### src/rtl/csd_pkg.sv
package csd_pkg;
    localparam int MAP_W       = 5;
    localparam int MAP_SRAM_PRG = 0;
    localparam int MAP_SEC_PRG  = 1;
    localparam int MAP_PRI_PRG  = 2;
    localparam int MAP_SEC_DAT  = 3;
    localparam int MAP_PRI_DAT  = 4;

    typedef enum logic [1:0] {
        TIER_NONE = 2'd0,
        TIER_TOP  = 2'd1,
        TIER_MID  = 2'd2,
        TIER_LOW  = 2'd3
    } tier_e;
endpackage

### src/rtl/csd_window_bank.sv
module csd_window_bank
    import csd_pkg::*;
#(
    parameter int AW = 16,
    parameter int NWIN = 14,
    parameter logic [MAP_W-1:0] MAP_RST = 5'h0C,
    parameter int RA_W = $clog2(2*NWIN+1)
) (
    input  logic                      clk,
    input  logic                      rst_n,
    input  logic                      wr_en,
    input  logic [RA_W-1:0]           wr_addr,
    input  logic [AW-1:0]             wr_data,
    output logic [NWIN-1:0][AW-1:0]   base_q,
    output logic [NWIN-1:0][AW-1:0]   limit_q,
    output logic [MAP_W-1:0]          map_q
);
    localparam logic [RA_W-1:0] MAP_ADDR = RA_W'(2*NWIN);

    for (genvar w = 0; w < NWIN; w++) begin : g_win
        localparam logic [RA_W-1:0] BASE_ADDR = RA_W'(2*w);
        localparam logic [RA_W-1:0] LIM_ADDR  = RA_W'(2*w+1);
        always_ff @(posedge clk or negedge rst_n) begin
            if (!rst_n) begin
                base_q[w]  <= '1;
                limit_q[w] <= '0;
            end else if (wr_en) begin
                if (wr_addr == BASE_ADDR) base_q[w]  <= wr_data;
                if (wr_addr == LIM_ADDR)  limit_q[w] <= wr_data;
            end
        end
    end

    always_ff @(posedge clk or negedge rst_n) begin
        if (!rst_n)                            map_q <= MAP_RST;
        else if (wr_en && wr_addr == MAP_ADDR) map_q <= wr_data[MAP_W-1:0];
    end

    // mapping write lands on the capturing edge
    a_r10_map_write: assert property (@(posedge clk) disable iff (!rst_n)
        (wr_en && wr_addr == MAP_ADDR) |=> map_q == $past(wr_data[MAP_W-1:0]));
endmodule

### src/rtl/csd_range_match.sv
module csd_range_match #(
    parameter int AW = 16,
    parameter int NWIN = 14
) (
    input  logic [AW-1:0]             addr,
    input  logic [NWIN-1:0][AW-1:0]   base,
    input  logic [NWIN-1:0][AW-1:0]   limit,
    output logic [NWIN-1:0]           hit
);
    for (genvar w = 0; w < NWIN; w++) begin : g_cmp
        assign hit[w] = (addr >= base[w]) && (addr <= limit[w]);
    end
endmodule

### src/rtl/csd_tier_pick.sv
module csd_tier_pick #(
    parameter int N = 4
) (
    input  logic [N-1:0] hit,
    input  logic [N-1:0] elig,
    output logic [N-1:0] grant,
    output logic         any,
    output logic         multi
);
    logic [N-1:0] req;

    always_comb begin
        req   = hit & elig;
        grant = req & (~req + N'(1));
        any   = |req;
        multi = |(hit & (hit - N'(1)));
    end
endmodule

### src/rtl/prio_cs_decoder.sv
module prio_cs_decoder
    import csd_pkg::*;
#(
    parameter int ADDR_W = 16,
    parameter int N_PRI = 8,
    parameter int N_SEC = 4,
    parameter logic [MAP_W-1:0] MAP_RST = 5'h0C
) (
    input  logic                                   clk,
    input  logic                                   rst_n,
    input  logic [ADDR_W-1:0]                      addr,
    input  logic                                   fetch_stb,
    input  logic                                   read_stb,
    input  logic                                   wr_en,
    input  logic [$clog2(2*(N_PRI+N_SEC+2)+1)-1:0] wr_addr,
    input  logic [ADDR_W-1:0]                      wr_data,
    output logic [N_PRI-1:0]                       pri_sel,
    output logic [N_SEC-1:0]                       sec_sel,
    output logic                                   sram_sel,
    output logic                                   io_sel,
    output logic                                   overlap_err
);
    localparam int NWIN   = N_PRI + N_SEC + 2;
    localparam int SRAM_W = N_PRI + N_SEC;
    localparam int IO_W   = SRAM_W + 1;
    localparam int RA_W   = $clog2(2*NWIN+1);

    logic [NWIN-1:0][ADDR_W-1:0] base_q, limit_q;
    logic [MAP_W-1:0]            map_q;
    logic [NWIN-1:0]             hit;
    logic                        pri_en, sec_en, sram_en, io_en;
    logic [N_PRI-1:0]            pri_g;
    logic [N_SEC-1:0]            sec_g;
    logic [1:0]                  top_g;
    logic                        pri_any, sec_any, top_any;
    logic                        pri_multi, sec_multi, top_multi;
    tier_e                       winner;

    csd_window_bank #(.AW(ADDR_W), .NWIN(NWIN), .MAP_RST(MAP_RST), .RA_W(RA_W)) u_bank (
        .clk(clk), .rst_n(rst_n), .wr_en(wr_en), .wr_addr(wr_addr), .wr_data(wr_data),
        .base_q(base_q), .limit_q(limit_q), .map_q(map_q)
    );

    csd_range_match #(.AW(ADDR_W), .NWIN(NWIN)) u_match (
        .addr(addr), .base(base_q), .limit(limit_q), .hit(hit)
    );

    always_comb begin
        pri_en  = (fetch_stb && map_q[MAP_PRI_PRG]) || (read_stb && map_q[MAP_PRI_DAT]);
        sec_en  = (fetch_stb && map_q[MAP_SEC_PRG]) || (read_stb && map_q[MAP_SEC_DAT]);
        sram_en = (fetch_stb && map_q[MAP_SRAM_PRG]) || read_stb;
        io_en   = read_stb;
    end

    csd_tier_pick #(.N(N_PRI)) u_pick_pri (
        .hit(hit[N_PRI-1:0]), .elig({N_PRI{pri_en}}),
        .grant(pri_g), .any(pri_any), .multi(pri_multi)
    );

    csd_tier_pick #(.N(N_SEC)) u_pick_sec (
        .hit(hit[SRAM_W-1:N_PRI]), .elig({N_SEC{sec_en}}),
        .grant(sec_g), .any(sec_any), .multi(sec_multi)
    );

    csd_tier_pick #(.N(2)) u_pick_top (
        .hit(hit[IO_W:SRAM_W]), .elig({io_en, sram_en}),
        .grant(top_g), .any(top_any), .multi(top_multi)
    );

    always_comb begin
        if (top_any)      winner = TIER_TOP;
        else if (sec_any) winner = TIER_MID;
        else if (pri_any) winner = TIER_LOW;
        else              winner = TIER_NONE;
    end

    always_comb begin
        pri_sel  = '0;
        sec_sel  = '0;
        sram_sel = 1'b0;
        io_sel   = 1'b0;
        unique case (winner)
            TIER_TOP:  {io_sel, sram_sel} = top_g;
            TIER_MID:  sec_sel = sec_g;
            TIER_LOW:  pri_sel = pri_g;
            TIER_NONE: ;
        endcase
        overlap_err = pri_multi || sec_multi || top_multi;
    end

    // never more than one select
    a_r11_one_select: assert property (@(posedge clk) disable iff (!rst_n)
        $onehot0({io_sel, sram_sel, sec_sel, pri_sel}));

    // quiet bus gives no select
    a_r4_idle_quiet: assert property (@(posedge clk) disable iff (!rst_n)
        (!fetch_stb && !read_stb) |-> ({io_sel, sram_sel, sec_sel, pri_sel} == '0));

    // I/O only ever answers a read
    a_r5_io_read_only: assert property (@(posedge clk) disable iff (!rst_n)
        io_sel |-> read_stb);

    // primary select only in a space the mapping register allows
    a_r5_pri_gated: assert property (@(posedge clk) disable iff (!rst_n)
        (|pri_sel) |-> ((fetch_stb && map_q[MAP_PRI_PRG]) || (read_stb && map_q[MAP_PRI_DAT])));

    // a lower tier is never chosen while an eligible SRAM window contains the address
    a_r2_sram_over_flash: assert property (@(posedge clk) disable iff (!rst_n)
        (hit[SRAM_W] && read_stb) |-> (sec_sel == '0 && pri_sel == '0));
endmodule

### config.mk
export PLATFORM = sky130hd
export DESIGN_NAME = prio_cs_decoder
export DESIGN_NICKNAME = d
export VERILOG_FILES = /design/src/rtl/csd_pkg.sv /design/src/rtl/csd_window_bank.sv /design/src/rtl/csd_range_match.sv /design/src/rtl/csd_tier_pick.sv /design/src/rtl/prio_cs_decoder.sv
export SDC_FILE = /design/constraint.sdc
export NUM_CORES = 1
export LEC_CHECK = 0
export BUFFER_PORTS_ARGS = -buffer_cell sky130_fd_sc_hd__buf_2
export CAP_MARGIN = 20
export CORE_ASPECT_RATIO = 2
export CORE_MARGIN = 3
export CORE_UTILIZATION = 30
export DETAILED_ROUTE_END_ITERATION = 12
export SLEW_MARGIN = 40
export SYNTH_ARGS = -nofsm -noshare
export SYNTH_HDL_FRONTEND = slang
export SYNTH_SLANG_ARGS = --single-unit
export TNS_END_PERCENT = 10
### constraint.sdc
create_clock -name clk -period 3.25 [get_ports clk]
set_clock_uncertainty 0.1 [all_clocks]
set_input_delay 0.1625 -clock clk [delete_from_list [all_inputs] [get_ports clk]]
set_output_delay 0.1625 -clock clk [all_outputs]
set_load 0.05 [all_outputs]
==> reports/qor.yml <==
pwr:
  powerDensity_nw_per_um2: 559
  comb_power_share_pct: 33.1
  switching_share_pct: 32.5
  power_leakage_nw: 15.8
  ir_drop_uv: 397
  p_switching_w: 0.00610
  p_int_w: 0.0127
  p_clk_share_pct: 26.1
  finalPower_w: 0.0188
  p_seq_share_pct: 40.8
synthesis:
  yosysUniqueCellTypes: 68
  syn_area_per_cell_sq_um: 10.1
  yosys-top-cells-area: "dfstp_2, dfrtp_1, ha_1"
  synth_cells: 2798
  async_reset_ff_share_pct: 100
  muxShareOfSynthArea_pct: 10.9
  synth-compound-area-share_pct: 11.8
  yosysSeqAreaShare_pct: 41.2
  synth.cell_area_sq_um: 28200
  synth-simple-area-share_pct: 8.94
  synth_xor_area_share_pct: 0
  synthFlopType: "dfrtp_1"
  synth_top_family_by_area: "adder cells"
  yosysWarnings: 0
  yosysTopAreaCellShare_pct: 21.1
  ys_ff_latch: 453
  synthesis.nets: 3288
  synth-edff-count: 0
  yosys.area_share.adder_pct: 19.9
  yosys.area.top_type: "dfstp_2"
sta:
  slew_viol_final: 0
  hold_viol_final: 0
  worstMarginPinSlew_ns: 0.854
  rsz0062_at_grt: "yes"
  setup_violations: 15
  setup_tns_ns: -7.24
  hold-worst-slack_ns: 0.00400
  fin_crit_ns: 3.86
  setup_slack_ns: -0.609
  slew_headroom_pct: 42.9
  fmaxAchievable_ghz: 0.259
  period_share_pct: 119
setup_path:
  reg2reg_slack_ns: 2.23
  crit_type: "reg2out"
  r2r_start: "u_bank.base_q[115]"
  slowest_delay_ns: 0.51
  timing.rr.end: "u_bank.base_q[115]"
  crit_path_frequent_cell: "a21oi_1"
  cp.arrival_ns: 3.60
  r2r_cells: 3
  cp_max_fo: 2
  critical_path.cell_chain: "inv_1, ha_1, a2111oi_1, a21oi_1, o31a_1, o311ai_1, buf_4, o22ai_1, a21oi_1, nand3_2, a211o_1, buf_6"
  required_ns: 2.99
  critPathLaunchType: "flop"
  critPathCaptureType: "output pin"
  crit_path_top_delay_cell: "dfstp_2"
floorplan:
  start_util_pct: 30.3
  core_area_sq_um: 92900
  num_io_pins: 57
  rows: 158
  die_x_um: 223
  dieHeight_um: 439
  die_area_sq_um: 97900
clock_network:
  clkLatencyLatePin_ns: 0.58
  clkTransAtPathRegs_ns: 0.07
  htreeDepth: 2
  cts-root-buf: "clkbuf_16"
  cts_buffers: 40
  cts_sinks: 453
  cts_tree: "done"
  cts_buffer_depth: 3
routing:
  vias_per_cell: 4.97
  first_iter_violations: 1050
  num_vias: 21200
  ant_nets: 0
  routedWlPerCell_um: 20.2
  drtPass1Iterations: 5
  wl_um: 86000
  drc: 0
grt:
  grt_pass1_wl_um: 131000
  grt_usage_pct: 17.5
  grt_overflow: 0
  grt_pass1_vias: 22100
  antenna_found_initial: 10
  grt_max_degree: 93
layout:
  nets: 3516
  final_cell_count_no_fill: 4261
  stdcell_area_sq_um: 33600
  area_delta_synth_final_pct: 19.4
  drive_above_1_share_pct: 30.2
place:
  globalplace.congestion: 0.893
  post-dp-hpwl_um: 62100
  placed_cells: 4171
  portBuffers: 56
  dpl_cell_area_sq_um: 31900
status:
  violations: "negative setup slack"
  status: "finished with violations"
run:
  drv_cap: 0
hold_path:
  hp-class: "in2async"
## sequential cells by signal, indices dropped and copies added, names as in the netlist
signal and count:
u_bank.base_q 224, u_bank.limit_q 224, u_bank.map_q 5
## power by group through the flow
stage          Clock (W)  Combinational (W)  Sequential [W]
3_3_place_gp           0            0.00586         0.00773
4_1_cts          0.00504            0.00628         0.00768
6_report         0.00490            0.00622         0.00768
2_1_floorplan          0            0.00386         0.00764
3_5_place_dp           0            0.00603         0.00777
5_1_grt          0.00519            0.00705         0.00781
## per-layer routing
| layer | vias up | track usage, % | wire length, um |
|---|---|---|---|
| met1 | 10500 | 18.6 | 32200 |
| met2 | 396 | 33.6 | 45800 |
| met5 | - | 0 | 65 |
| li1 | 10100 | - | - |
| met4 | 10 | 9.41 | 5130 |
| met3 | 200 | 1.92 | 2800 |
## metrics by stage
| stage | worst slack, ns | util (%) |
|---|---|---|
| final | -0.609 | 36.2 |
| after global routing | -0.841 | 36.2 |
| after CTS | -0.643 | 36.2 |
| after detailed placement | -0.516 | 34.3 |
| after global placement | -0.545 | 34.3 |
| after floorplan | -0.129 | - |
## cell usage in the layout (no fill, tap or decap), types with 32 or more instances in the layout
cell type / count
ha_1: 441
inv_1: 429
mux2_2: 273
nand2_1: 250
o21ai_0: 228
dfrtp_1: 227
dfstp_2: 226
buf_4: 210
a21oi_1: 125
nand4_1: 70
a21o_1: 62
nor2_1: 55
clkbuf_16: 41
buf_12: 32
## logic make-up after synthesis
group                      Yosys count
muxes                              273
and+or+nand+nor                    529
buffers and inverters              543
AOI/OAI and AO/OA                  551
adders and majority gates          449
DFF                                453
## final cells by class
class,instances,area (sq um)
Antenna cell,3,7.51
Fill cell,9287,59300
Sequential cell,453,11600
Timing Repair Buffer,295,2630
Clock inverter,10,82.6
Clock buffer,64,1190
Multi-Input combinational cell,1802,15000
Inverter,434,1630
Tap cell,1200,1500
## critical path, delay by kind of cell, from the launching register on
kind            cells  cell delay, ns
compound gates      7            1.69
buf+inv             3            0.39
flops               1            0.51
fa+ha+maj           1            0.28
simple gates        1            0.15
## worst max-delay path by stage
stage	slack, ns	from	end	cells after the start
2_1_floorplan	-0.13	addr[0]	pri_sel[2]	11
3_3_place_gp	-0.55	addr[0]	pri_sel[7]	16
3_5_place_dp	-0.52	addr[0]	pri_sel[7]	16
4_1_cts	-0.64	u_bank.base_q[192]	sec_sel[3]	14
5_1_grt	-0.84	u_bank.base_q[197]	pri_sel[7]	14
6_report	-0.61	u_bank.base_q[115]	overlap_err	12
## cell usage after synthesis (4+ instances only)
cell type  number
nor2b_1        24
nor4_1         16
a221oi_1        4
nand2_1       254
nand2b_1       17
o211ai_1       14
nand3_1        29
nor2_1         61
a41oi_1         4
inv_1         434
nor3_1         24
o31ai_1         5
a21o_1         62
dfrtp_1       227
clkbuf_1       96
dfstp_2       226
a22oi_1         4
o21a_1         17
nand4_1        70
a21oi_1       130
buf_1          13
a2111oi_0       6
ha_1          448
nor3b_1         5
a221o_1         4
mux2_2        273
o21ai_0       234
and2_1          6
a211oi_1       26
## timing repair
action / CTS / global route
setup buffers: 2 / 0
gates resized for setup: 81 / 2
hold buffers: 13 / 0
setup endpoints to repair: 15 / 15
pin swaps: 30 / 12
hold endpoints to repair: 276 / 0
Note: power is estimated with default switching activity, not from simulation.
